**config.mk**
```make
export PLATFORM = sky130hd
export DESIGN_NAME = word_pixel_serializer
export DESIGN_NICKNAME = d
export VERILOG_FILES = /design/src/rtl/word_pixel_serializer.sv
export SDC_FILE = /design/constraint.sdc
export NUM_CORES = 1
export LEC_CHECK = 0
export ABC_AREA = 1
export BUFFER_PORTS_ARGS = -buffer_cell sky130_fd_sc_hd__buf_2
export CORE_AREA = 3 3 63 65
export DETAILED_ROUTE_END_ITERATION = 10
export DIE_AREA = 0 0 66 68
export HOLD_SLACK_MARGIN = 0.06
export PLACE_DENSITY_LB_ADDON = 0.08
export SLEW_MARGIN = 20
export SYNTH_ARGS = -nofsm -noshare
export SYNTH_HDL_FRONTEND = slang
export SYNTH_SLANG_ARGS = --single-unit
```
**constraint.sdc**
```tcl
create_clock -name clk -period 3.2 [get_ports clk]
set_input_delay 0.64 -clock clk [delete_from_list [all_inputs] [get_ports clk]]
set_output_delay 0.64 -clock clk [all_outputs]
set_load 0.02 [all_outputs]
```
**src/rtl/word_pixel_serializer.sv**
```systemverilog
module word_pixel_serializer #(
  parameter int WORD_W = 32,
  parameter int PIX_W  = 4
) (
  input  logic              clk,
  input  logic              rst_n,
  input  logic              dot_en,
  input  logic              blank,
  input  logic [1:0]        depth,
  input  logic [WORD_W-1:0] sr_word,
  output logic [PIX_W-1:0]  pixel,
  output logic              sclk_en
);

  localparam int SLOT_W = $clog2(WORD_W);
  localparam int PIX_SH = $clog2(PIX_W);
  localparam int SH_W   = $clog2(PIX_W) + 1;

  logic [1:0]        mode_q;
  logic [SLOT_W-1:0] slot_q;
  logic [SLOT_W-1:0] slot_last;
  logic [SLOT_W-1:0] base;
  logic [SH_W-1:0]   shamt;
  logic [PIX_W-1:0]  pix_raw;
  logic              last_dot;

  always_comb begin
    case (mode_q)
      2'd1:    shamt = SH_W'(PIX_SH - 1);
      2'd2:    shamt = SH_W'(PIX_SH - 2);
      default: shamt = SH_W'(PIX_SH);
    endcase
  end

  assign slot_last = SLOT_W'((WORD_W >> shamt) - 1);
  assign base      = SLOT_W'(slot_q << shamt);
  assign last_dot  = (slot_q == slot_last);

  for (genvar b = 0; b < PIX_W; b++) begin : g_bitsel
    assign pix_raw[b] = ((b >> shamt) == 0) ? sr_word[base + SLOT_W'(b)] : 1'b0;
  end

  assign pixel   = blank ? '0 : pix_raw;
  assign sclk_en = dot_en & ~blank & last_dot;

  always_ff @(posedge clk) begin
    if (!rst_n) begin
      slot_q <= '0;
      mode_q <= '0;
    end else if (blank) begin
      slot_q <= '0;
      mode_q <= depth;
    end else if (dot_en) begin
      slot_q <= last_dot ? '0 : slot_q + 1'b1;
    end
  end

endmodule

```
---- Yosys cells after proc, flatten, opt, wreduce, memory -nomap -nowiden ----
Index checks and enable logic that the tools add are counted.
cells by class
  add/sub/neg operators ................... 5
  multiply operators ...................... 0
  order comparisons ....................... 4
  bitwise operators ....................... 4
  multiplexer cells ....................... 15
  shifts and indexed selects .............. 6
  equality and inequality tests ........... 3
  div/mod/pow operators ................... 0
  reductions and logical operators ........ 5
operators by type and width
  kind                                                count
  zero test 32 bit                                    4
  right shift 1 x 3 -> 32 bit, first input constant   2
  right shift 2 x 3 -> 32 bit, first input constant   2
  < comparator 5 x 6 -> 1 bit, second input constant  4
  binary-select mux 1 bit (select 5 bit)              4
  adder 5 x 1 -> 5 bit, second input constant         2
  adder 5 x 2 -> 5 bit, second input constant         2
  2-to-1 mux 1 bit                                    8
  right shift 6 x 2 -> 5 bit, first input constant    1
  == test 5 bit                                       1
  2-to-1 mux 5 bit                                    1
  << shifter 5 x 3 -> 5 bit                           1
  subtractor 5 x 2 -> 5 bit, second input constant    1
  2-to-1 mux 4 bit                                    1
  one-hot mux 2 bit (2 select lines)                  1
  bitwise AND 1 bit                                   2
  == test 2 x 1 -> 1 bit, second input constant       1
  == test 2 bit, second input constant                1
  inverter 1 bit                                      2
  OR reduction 2 bit                                  1
storage, ports and cells
  input bits .............................. 38
  logic and storage cells ................. 44
  memory bits (read-only) ................. 0
  RAM bits ................................ 0
  latch bits .............................. 0
  memories ................................ 0
  output and inout bits ................... 5
  register bits after elaboration ......... 7

---- Depth between registers and ports, before layout ----
  word-level depth ........................ 8
  gate-level depth with buffers ........... 17
  depth with buffers taken out ............ 16

---- Worst setup path before layout ----
OpenSTA, ideal clock, no wires.
  kind .................................... flip-flop to output port
  start ................................... register mode_q[0]
  end ..................................... output pixel[1]
  data arrival time ....................... 2.615 ns
  required time ........................... 2.560 ns
  cell stages (with the launch flop) ...... 16
  slack ................................... -0.055 ns
  buffers on the path ..................... 3
  cells stage by stage .................... dfxtp_1 -> inv_1 -> ha_1 -> inv_2 -> buf_6 -> nand2_2 -> buf_2 -> ha_1 -> inv_1 -> clkbuf_1 -> nor2_1 -> o21ai_0 -> nand2_1 -> nor2_1 -> nor2_1 -> nor2_1
between the ends
  word-level cells in the longest chain between the ends .. 8
  elaborated cells between the ends (all ways) .. 11
  classes of those cells .................. add/sub (1); eq/ne (2); shift (2); mux (5); reduce/logical (1)
ends and longest elaborated chain
  item                                                     line  text
  start, declared                                          19    logic [1:0] mode_q;
  start signal, assigned                                   52    mode_q <= depth;
  == test 2 bit or == test 2 x 1 -> 1 bit (tied branches)  28    case (mode_q)
  one-hot mux 2 bit (2 select lines) (*)                   28
  << shifter 5 x 3 -> 5 bit                                36    assign base = SLOT_W'(slot_q << shamt);
  adder 5 x 1 -> 5 bit                                     40    assign pix_raw[b] = ((b >> shamt) == 0) ? sr_word[base + SLOT_W'(b)] : 1'b0;
  binary-select mux 1 bit (select 5 bit)                   40
  2-to-1 mux 1 bit (implied by the code)                   40
  2-to-1 mux 1 bit (*)                                     40
  2-to-1 mux 4 bit (*)                                     43    assign pixel = blank ? '0 : pix_raw;
  end, declared                                            11    output logic [PIX_W-1:0] pixel,
Every way passes the cells marked *; elsewhere a longest branch is shown, timed or not. The select of a mux whose other input is x is not followed.

---- Worst setup path in the final report ----
  start ................................... register mode_q[1]
  end ..................................... output pixel[1]
Same word-level chain as after synthesis.

==> impl_metrics.py <==
metrics = {
    "routing": {
        "drc_errors": 0,
        "dr.pass1.iters": 5,
        "postRouteAntennaNets": 0,
        "route.vias.total": 2426,
        "drt-initial-drc-count": 218,
        "vias_per_cell": 5.37,
        "postRouteWirelength_microns": 5600,
        "wl_per_cell_microns": 12.4,
    },
    "sta": {
        "timing.final.crit_share": 0.961,
        "slew_headroom": 0.787,
        "tightest_slew_ns": 0.317,
        "setup_violations": 0,
        "hold_viol": 0,
        "fmax_ghz": 0.325,
        "finalWorstSetupSlack_ns": 0.124,
        "fin_hold_ws_ns": 0.535,
        "slew_viol_final": 0,
        "grt_setup_unrepaired": "true",
        "skew_ns": 0.000505,
        "period_minus_slack_ns": 3.08,
    },
    "worst_setup_path": {
        "crit_buf_inv": 4,
        "critPathKind": "flip-flop to primary output",
        "cpLargestDelayFamily": "simple AND/OR/NAND/NOR gates",
        "crit_top_cell": "nor2_1",
        "cp_cell_sequence": "inv_2 > ha_4 > inv_2 > nand2_1 > nand2_2 > nand2_2 > ha_1 > buf_4 > nor2_1 > o21ai_0 > nand2_1 > nor2_1 > nor2_1 > nor2_2 > buf_2",
        "startpoint_type": "flip-flop",
        "cp-end-kind": "primary output",
        "max_stage_delay_ns": 0.37,
        "worstPathArrival_ns": 2.44,
        "crit_slowest_cell": "dfxtp_2",
        "cp.required_ns": 2.56,
        "ff2ff_setup_slack_ns": 1.48,
        "r2r_cells": 8,
        "crit_path_max_fanout": 6,
        "r2r-start": "mode_q[0]",
        "r2r_end": "slot_q[3]",
    },
    "status": {
        "outcome": "finished clean",
    },
    "floorplan": {
        "rows": 21,
        "ios": 43,
        "die-area_sq_um": 4490,
        "die_w_microns": 66,
        "die-height_microns": 68,
        "start_util": 0.552,
        "core_area_sq_um": 3390,
    },
    "clocking": {
        "cts_root_buffer": "clkbuf_4",
        "cts-htree-levels": 1,
        "post-cts-setup-buffers": 0,
        "cts_buffer_depth": 2,
        "holdBufCountCts": 0,
        "worstSkewPairLatency_ns": 0.25,
        "cts_tree": "done",
        "cts_buffers": 3,
        "cts.sinks": 7,
        "cts.clk_slew.worst_paths_ns": 0.05,
    },
    "yosys": {
        "synth.avg_cell_area_sq_um": 5.11,
        "synth_top_area_cell": "nand2_1",
        "yosys_register_bits": 7,
        "synth.top_cells.by_area": "nand2_1 28%, nand3_1 11%, dfxtp_1 7.5%",
        "synth_cell_types": 31,
        "synth_nets": 411,
        "synth_area_sq_um": 1870,
        "yosysSeqAreaShare": 0.0749,
        "yosys_warnings": 0,
        "synthCells": 366,
        "synth_top_area_share": 0.277,
    },
    "placed_design": {
        "port_buffers": 42,
        "post-place-ws_ns": 0.200,
        "gp_congestion": 0.933,
        "place_area_sq_um": 2090,
        "dp_hpwl_microns": 4560,
    },
    "layout": {
        "finalInstanceArea_sq_um": 2200,
        "diodes": 0,
        "nFillCells": 345,
        "layout_commonest_cell": "nand2_1",
        "layout.nets": 452,
        "final_util": 0.650,
        "syn_to_final_growth_pct": 17.8,
        "drive_gt1_frac": 0.222,
        "layout_common_cells": "138 x nand2_1, 41 x buf_2, 40 x nand3_1, 30 x inv_1, 28 x nor2_1",
    },
    "global_routing": {
        "grt.overflow.total": 0,
        "grt_pass1_vias": 2066,
        "grt_max_degree": 32,
        "grt_pass1_wl_microns": 8940,
        "grt_usage": 0.256,
        "antenna_found_initial": 0,
    },
    "pwr": {
        "p_leak_nw": 1.17,
        "power-per-cell-area_nw_per_um2": 227,
        "peakVddDrop_v": 0.000225,
        "finalPower_mw": 0.501,
    },
    "worst_hold_path": {
        "hold_path.startpoint": "slot_q[4]",
        "hold_depth": 2,
        "min_path_type": "flip-flop to flip-flop",
        "worstHoldEndpoint": "slot_q[4]",
    },
    "flow_run": {
        "maxCapViolCount": 0,
    },
}
metal layers:
metal / part of all wire / GRT usage
met5: 0 / 0
met4: 0.019 / 0.0863
met3: 0.069 / 0.0197
met2: 0.47 / 0.453
met1: 0.44 / 0.327
registers in the layout (all words and copies together), names as in the netlist:
name    flops
mode_q      2
slot_q      5
where the power goes:
group | total (mW) | leakage [nW] | internal [mW] | switching (mW)
registers | 0.0960 | 0.0577 | 0.0908 | 0.00529
clock network | 0.0777 | 0.0150 | 0.0474 | 0.0302
logic | 0.327 | 1.10 | 0.124 | 0.204
synthesized netlist by cell type, drive strengths merged:
master and number:
nand2 147, nand3 44, inv 42, o21ai 39, nor2 32, buf 11
o211ai 10, a21oi 9, dfxtp 7, ha 7, nor3 4, xnor2 3
nand3b 2, nor4 2, xor2 2, a31oi 1, clkbuf 1, nand4 1
o2111ai 1, or2 1
kinds of logic after synthesis:
logic type / Yosys count / share of synthesized area
AO/OA/AOI/OAI: 60 / 0.184
buffers and inverters: 54 / 0.134
flip-flops: 7 / 0.0749
XOR/XNOR: 5 / 0.0234
AND/OR/NAND/NOR: 233 / 0.537
adder cells (fa/ha/maj): 7 / 0.0468
cell type report:
type / instances / area, sq um / share of cell area
multi-input combinational: 305 / 1550 / 0.702
timing repair buffer: 48 / 265 / 0.120
inverter: 42 / 165 / 0.0749
sequential: 7 / 143 / 0.0647
tap: 46 / 57.6 / 0.0261
clock buffer: 4 / 26.3 / 0.0119
worst reg2reg max path: cells and delay by family (launching register included):
kind / cells / cell delay [ns]
compound gates: 2 / 0.30
fa+ha+maj: 1 / 0.27
buf+inv: 3 / 0.38
flops: 1 / 0.39
simple gates: 2 / 0.31
through the flow:
stage	std cells	setup TNS [ns]
4_1_cts	452	0
5_1_grt	452	-0.0278
6_report	452	0
3_3_place_gp	448	0
2_1_floorplan	366	0
3_5_place_dp	448	0
worst max-delay path by stage:
| stage | endpoint | slack [ns] | start | depth (start not counted) |
|---|---|---|---|---|
| after floorplan | pixel[1] | 0.02 | mode_q[0] | 15 |
| after global placement | pixel[2] | 0.26 | mode_q[0] | 14 |
| after detailed placement | pixel[1] | 0.20 | mode_q[0] | 14 |
| after CTS | pixel[1] | 0.002 | mode_q[0] | 13 |
| after global routing | pixel[1] | -0.03 | mode_q[1] | 15 |
| final | pixel[1] | 0.12 | mode_q[1] | 15 |
timing repair:
action / in CTS / in global routing
endpoints found under the setup margin: 2 / 4
cloned: 0 / 0
resized for setup: 3 / 22
No activity file was read; power rests on OpenSTA's default activity.
